<file path="config.mk">
export PLATFORM = sky130hd
export DESIGN_NAME = dtb_gate_drive
export DESIGN_NICKNAME = d
export VERILOG_FILES = /design/src/rtl/dtb_pkg.sv /design/src/rtl/dtb_dead_chan.sv /design/src/rtl/dtb_break_ctl.sv /design/src/rtl/dtb_out_mux.sv /design/src/rtl/dtb_gate_drive.sv
export SDC_FILE = /design/constraint.sdc
export NUM_CORES = 1
export LEC_CHECK = 0
export ABC_AREA = 1
export BUFFER_PORTS_ARGS = -buffer_cell sky130_fd_sc_hd__buf_2
export CELL_PAD_IN_SITES_DETAIL_PLACEMENT = 1
export CELL_PAD_IN_SITES_GLOBAL_PLACEMENT = 1
export CORE_ASPECT_RATIO = 0.6
export CORE_MARGIN = 2
export CORE_UTILIZATION = 40
export CTS_CLUSTER_SIZE = 25
export DETAILED_ROUTE_END_ITERATION = 10
export HOLD_SLACK_MARGIN = 0.05
export PLACE_DENSITY_LB_ADDON = 0.1
export SKIP_CTS_REPAIR_TIMING = 1
export SLEW_MARGIN = 20
export SYNTH_ARGS = -nofsm -noshare
export SYNTH_HDL_FRONTEND = slang
export SYNTH_SLANG_ARGS = --single-unit
</file>
<file path="constraint.sdc">
create_clock -name clk -period 3.57 [get_ports clk]
set_input_delay 0.357 -clock clk [delete_from_list [all_inputs] [get_ports clk]]
set_output_delay 0.357 -clock clk [all_outputs]
set_load 0.1 [all_outputs]
</file>
<file path="src/rtl/dtb_pkg.sv">
package dtb_pkg;

  localparam int PHASES_DEF = 3;
  localparam int DEAD_W_DEF = 8;

  typedef struct packed {
    logic hi;
    logic lo;
  } gate_pair_t;

endpackage

</file>
<file path="src/rtl/dtb_dead_chan.sv">
module dtb_dead_chan #(
  parameter int DEAD_W = dtb_pkg::DEAD_W_DEF
) (
  input  logic                 clk,
  input  logic                 rst_n,
  input  logic                 ref_i,
  input  logic [DEAD_W-1:0]    dead_i,
  output dtb_pkg::gate_pair_t  pair_o
);

  localparam logic [DEAD_W-1:0] ZERO = '0;

  logic              goal_q;
  logic [DEAD_W-1:0] wait_q;
  logic              settled;

  assign settled = (wait_q == ZERO);

  // A change of reference restarts the countdown; both gates stay off until it expires.
  always_ff @(posedge clk or negedge rst_n) begin
    if (!rst_n) begin
      goal_q <= 1'b0;
      wait_q <= ZERO;
    end else if (ref_i != goal_q) begin
      goal_q <= ref_i;
      wait_q <= dead_i;
    end else if (!settled) begin
      wait_q <= wait_q - 1'b1;
    end
  end

  assign pair_o.hi = goal_q & settled;
  assign pair_o.lo = ~goal_q & settled;

  // a high-side turn-on with nonzero dead time follows a cycle with the low side off
  a_r1_hi_after_gap: assert property (@(posedge clk) disable iff (!rst_n)
    ($rose(pair_o.hi) && $past(dead_i) != ZERO) |-> $past(!pair_o.lo));

  // mirror case for the low side
  a_r2_lo_after_gap: assert property (@(posedge clk) disable iff (!rst_n)
    ($rose(pair_o.lo) && $past(dead_i) != ZERO) |-> $past(!pair_o.hi));

  // zero dead time swaps the pair on the next edge
  a_r5_zero_swap: assert property (@(posedge clk) disable iff (!rst_n)
    (dead_i == ZERO && ref_i != goal_q) |=> (pair_o.hi == $past(ref_i) && pair_o.lo == !$past(ref_i)));

endmodule

</file>
<file path="src/rtl/dtb_break_ctl.sv">
module dtb_break_ctl (
  input  logic clk,
  input  logic rst_n,
  input  logic flt_en_i,
  input  logic flt_pin_i,
  input  logic clk_fail_i,
  input  logic flt_clr_i,
  input  logic out_en_i,
  output logic flt_now_o,
  output logic run_o,
  output logic flag_o
);

  logic flag_q;
  logic armed_q;

  // Purely combinational fault request: needs no clock edge to act.
  assign flt_now_o = flt_en_i & (flt_pin_i | clk_fail_i);

  always_ff @(posedge clk or negedge rst_n) begin
    if (!rst_n) begin
      flag_q <= 1'b0;
    end else if (flt_now_o) begin
      flag_q <= 1'b1;
    end else if (flt_clr_i) begin
      flag_q <= 1'b0;
    end
  end

  always_ff @(posedge clk or negedge rst_n) begin
    if (!rst_n) begin
      armed_q <= 1'b1;
    end else if (flt_now_o) begin
      armed_q <= 1'b0;
    end else if (!out_en_i) begin
      armed_q <= 1'b1;
    end
  end

  assign run_o  = out_en_i & armed_q & ~flag_q & ~flt_now_o;
  assign flag_o = flag_q;

  // an active source latches the flag at the next edge
  a_r9_flag_sets: assert property (@(posedge clk) disable iff (!rst_n)
    flt_now_o |=> flag_o);

  // without a clear the flag holds
  a_r9_flag_holds: assert property (@(posedge clk) disable iff (!rst_n)
    (flag_o && !flt_clr_i) |=> flag_o);

  // re-arming only follows a sampled low enable
  a_r10_rearm_low: assert property (@(posedge clk) disable iff (!rst_n)
    $rose(armed_q) |-> $past(!out_en_i));

endmodule

</file>
<file path="src/rtl/dtb_out_mux.sv">
module dtb_out_mux #(
  parameter int PHASES = dtb_pkg::PHASES_DEF
) (
  input  logic                              run_i,
  input  dtb_pkg::gate_pair_t [PHASES-1:0]  pairs_i,
  input  logic [PHASES-1:0]                 safe_hi_i,
  input  logic [PHASES-1:0]                 safe_lo_i,
  output logic [PHASES-1:0]                 gate_hi_o,
  output logic [PHASES-1:0]                 gate_lo_o
);

  for (genvar p = 0; p < PHASES; p++) begin : g_phase
    assign gate_hi_o[p] = run_i ? pairs_i[p].hi : safe_hi_i[p];
    assign gate_lo_o[p] = run_i ? pairs_i[p].lo : safe_lo_i[p];
  end

endmodule

</file>
<file path="src/rtl/dtb_gate_drive.sv">
module dtb_gate_drive #(
  parameter int PHASES = dtb_pkg::PHASES_DEF,
  parameter int DEAD_W = dtb_pkg::DEAD_W_DEF
) (
  input  logic              clk,
  input  logic              rst_n,
  input  logic [PHASES-1:0] pwm_ref_i,
  input  logic [DEAD_W-1:0] dead_i,
  input  logic [PHASES-1:0] safe_hi_i,
  input  logic [PHASES-1:0] safe_lo_i,
  input  logic              flt_en_i,
  input  logic              flt_pin_i,
  input  logic              clk_fail_i,
  input  logic              flt_clr_i,
  input  logic              out_en_i,
  output logic [PHASES-1:0] gate_hi_o,
  output logic [PHASES-1:0] gate_lo_o,
  output logic              flt_flag_o
);

  dtb_pkg::gate_pair_t [PHASES-1:0] pairs;
  logic flt_now;
  logic run;

  for (genvar p = 0; p < PHASES; p++) begin : g_chan
    dtb_dead_chan #(.DEAD_W(DEAD_W)) u_chan (
      .clk    (clk),
      .rst_n  (rst_n),
      .ref_i  (pwm_ref_i[p]),
      .dead_i (dead_i),
      .pair_o (pairs[p])
    );
  end

  dtb_break_ctl u_brk (
    .clk        (clk),
    .rst_n      (rst_n),
    .flt_en_i   (flt_en_i),
    .flt_pin_i  (flt_pin_i),
    .clk_fail_i (clk_fail_i),
    .flt_clr_i  (flt_clr_i),
    .out_en_i   (out_en_i),
    .flt_now_o  (flt_now),
    .run_o      (run),
    .flag_o     (flt_flag_o)
  );

  dtb_out_mux #(.PHASES(PHASES)) u_mux (
    .run_i     (run),
    .pairs_i   (pairs),
    .safe_hi_i (safe_hi_i),
    .safe_lo_i (safe_lo_i),
    .gate_hi_o (gate_hi_o),
    .gate_lo_o (gate_lo_o)
  );

  // while running, no leg conducts on both sides
  a_r3_no_overlap: assert property (@(posedge clk) disable iff (!rst_n)
    run |-> ((gate_hi_o & gate_lo_o) == '0));

  // an enabled fault forces the configured pattern
  a_r6_forced_safe: assert property (@(posedge clk) disable iff (!rst_n)
    flt_now |-> (gate_hi_o == safe_hi_i && gate_lo_o == safe_lo_i));

  // disabled outputs show the safe pattern
  a_r11_disabled_safe: assert property (@(posedge clk) disable iff (!rst_n)
    !out_en_i |-> (gate_hi_o == safe_hi_i && gate_lo_o == safe_lo_i));

endmodule

</file>
==> metrics.log <==
[metrics] status: complete, no violations
[metrics] adder-cell share of the synthesized area: 0.0387
[metrics] final core utilization: 0.490
[metrics] worst skew pair latency: between 0.2 and 0.3 ns
[metrics] LEAKAGE: between 1 and 1.5 nW
[metrics] share of cells above drive strength 1: 0.225
[metrics] clock-pin slew on the worst setup and hold paths: 0.06 ns
[metrics] Cells after Synth: around 270
[metrics] total DRC errors in the routed layout: 0
[metrics] area inside the core boundary: around 4600 sq um
[metrics] Detailed Place HPWL: between 4 and 5 mm
[metrics] CTS H-tree depth: 2
[metrics] setup repair after global routing missed its margin: false
[metrics] die width: 93.9 um
[metrics] min setup slack post-route: roughly 1.2 ns
[metrics] largest family of logic cells by synthesized area: simple AND/OR/NAND/NOR gates
[metrics] Iteration-0 DRC Markers: 58
[metrics] WL per Instance: ~14 um
[metrics] number of hold-slack violations in the final timing report: 0
[metrics] share of the synthesized area in the top cell type: 0.361
[metrics] Final ANT Viol Nets: 0
[metrics] first-pass iteration count of the detailed router: 4
[metrics] post-detailed-routing wire length: around 5.2 mm
[metrics] first-pass GRT wire length: 9.23 mm
[metrics] Post-layout nets: between 300 and 400
[metrics] Post-Synth XOR/XNOR Area: 0.00903
[metrics] clock root buffer master: clkbuf_8
[metrics] leading post-synthesis cells by cell area: dfrtp_1 36%, nand2_1 19%, inv_1 7.2%
[metrics] cell area after technology mapping: 1940 sq um
[metrics] share of cell area taken by muxes after synthesis: 0
[metrics] number of buffers created by CTS: 5
[metrics] kind of capture point of the worst setup path: primary output
[metrics] relative slew slack: 0.527
[metrics] Initial Utilization: 0.421
[metrics] Die Y: just under 60 um
[metrics] Congestion Overflow GR: 0
[metrics] post-placement worst setup slack: 1.54 ns
[metrics] peak supply drop: 0.000209 V
[metrics] ratio of final minimum period to clock period: 0.655
[metrics] biggest area consumer among synthesized cells: dfrtp_1
[metrics] fraction of registers with async set or reset after synthesis: 1.00
[metrics] Setup Crit Path Kind: reg2out
[metrics] most frequent cell after synthesis: nand2_1
[metrics] CP Max Fanout: 5
[metrics] Synth Register Bits: 29
[metrics] synthesized-area fraction occupied by and/or/nand/nor cells: 0.420
[metrics] Worst Hold Class: in2async
[metrics] maximum number of pins on one net before global-route repair: 30
[metrics] number of antenna violations at the first check in global routing: 0
[metrics] detailed-route vias per instance: roughly 4.8
[metrics] max_cap viols: 0
[metrics] accumulated negative setup slack: 0 ns
[metrics] number of placement rows: 19
[metrics] minimum period implied by the final worst setup slack: between 2 and 2.5 ns
[metrics] clock tree sinks: 29
[metrics] antenna fix cells: 0
[metrics] total via count after detailed routing: between 1.5k and 2k
[metrics] top flip-flop cell by instance count after synthesis: dfrtp_1
[metrics] CP arrival: around 2 ns
[metrics] synthesis-to-layout area growth: 16.4%
[metrics] commonest cells in the synthesized netlist: 97 x nand2_1, 37 x inv_1, 28 x dfrtp_1
[metrics] number of buffers on the longest clock path: 2
[metrics] TritonCTS clock tree: done
[metrics] launching element type of the critical path: flop
[metrics] share of the synthesized area in compound gates (AO/OA/AOI/OAI): 0.0658
[metrics] setup violators final: 0
[metrics] Least-Margin Pin Slew: 0.710 ns
[metrics] number of global-route vias before repair: 1887
[metrics] sequential fraction of the synthesis area: 0.375
[metrics] number of top-level design ports: 31
[metrics] Max Clock Freq: around 430 MHz
[metrics] Synth cell types: 22
[metrics] synthesized area divided by synthesized cell count: about 7 sq um
[metrics] overall track demand over capacity in global routing: 0.224
[metrics] count of buffers inserted at the top-level ports: 30
[metrics] number of filler cells placed in the layout: just over 600
[metrics] Synth Warn #: 0
[metrics] nets in the synthesized netlist: slightly above 300
[metrics] worst hold slack after final layout: roughly 0.11 ns
[metrics] full die area: roughly 5400 sq um
[metrics] number of pins exceeding their max-slew limit in the final report: 0
[metrics] CP Data Required Time: 3.21 ns
[metrics] GP Congestion: roughly 0.76
[metrics] PwrDens: 469 nW/um^2
[metrics] worst clock skew on the final layout: slightly above 0.007 ns
[metrics] count of flip-flops with a built-in enable after synthesis: 0
critical path, stage by stage (launching register included):
cell     delay [ns]
dfrtp_1        0.38
inv_1          0.11
ha_1           0.16
nand3_1        0.17
nor2_8         0.22
nand2_2        0.09
o21ai_2        0.12
buf_2          0.43
cell usage in the layout, fill, tap and decap left out:
cell type / n
nand2_1: 97
inv_1: 37
buf_2: 30
dfrtp_1: 28
nand3_1: 26
nor2_1: 14
o21ai_1: 13
o21ai_0: 8
nand2_2: 7
clkbuf_8: 7
ha_1: 6
nor2_4: 5
inv_2: 4
nor2_2: 4
nor2_8: 4
nand3b_1: 3
nand4_1: 3
nand2_4: 2
o21ai_2: 2
inv_4: 2
xnor2_1: 2
a21oi_1: 1
clkinv_2: 1
dfstp_2: 1
per-layer routing:
metal  GRT usage  part of all wire
met2       0.336              0.43
met5           0                 0
met4      0.0745             0.014
met1       0.321              0.52
met3      0.0520             0.036
state kept, by name (all words and copies together) (netlist names):
register,cells
u_brk.armed_q,1
g_chan.u_chan.goal_q,3
g_chan.u_chan.wait_q,24
u_brk.flag_o,1
cell families after synthesis:
family | after synthesis
DFF | 29
AOI/OAI and AO/OA | 24
adders and majority gates | 6
and+or+nand+nor | 165
xor gates and xnor gates | 2
buffers and inverters | 46
per-stage QoR:
stage	area (sq um)	power, mW	instances
6_report	2260	1.06	370
5_1_grt	2260	1.13	370
4_1_cts	2260	1.07	370
3_5_place_dp	2160	0.754	362
3_3_place_gp	2160	0.743	362
2_1_floorplan	1940	0.664	272
area by class of cell:
cell class	count	area, sq um	share of cell area
flip-flops and latches	29	727	0.322
clock inverters	1	5.00	0.00221
clock buffers	7	96.3	0.0426
repair buffers	30	150	0.0664
well taps	63	78.8	0.0349
multi-input cells	197	1040	0.458
inverters	43	166	0.0736
final timing paths:
check	startpoint	end	slack, ns	cells after the start
max reg2reg	g_chan[1].u_chan.wait_q[0]	g_chan[1].u_chan.wait_q[1]	2.18	7
min in group clk	pwm_ref_i[0]	g_chan[0].u_chan.goal_q	0.20	1
min reg2reg	u_brk.armed_q	u_brk.armed_q	0.48	2
min	rst_n	g_chan[0].u_chan.goal_q	0.11	1
max in group asynchronous	rst_n	g_chan[2].u_chan.wait_q[5]	3.00	1
max	g_chan[1].u_chan.wait_q[0]	gate_lo_o[1]	1.23	7
where the power goes:
| part | total (mW) | switching, mW | internal (mW) |
|---|---|---|---|
| registers | 0.421 | 0.0465 | 0.374 |
| logic | 0.328 | 0.225 | 0.103 |
| clock network | 0.311 | 0.136 | 0.174 |
| total | 1.06 | 0.408 | 0.651 |
Power figures use the tool's default switching activity.
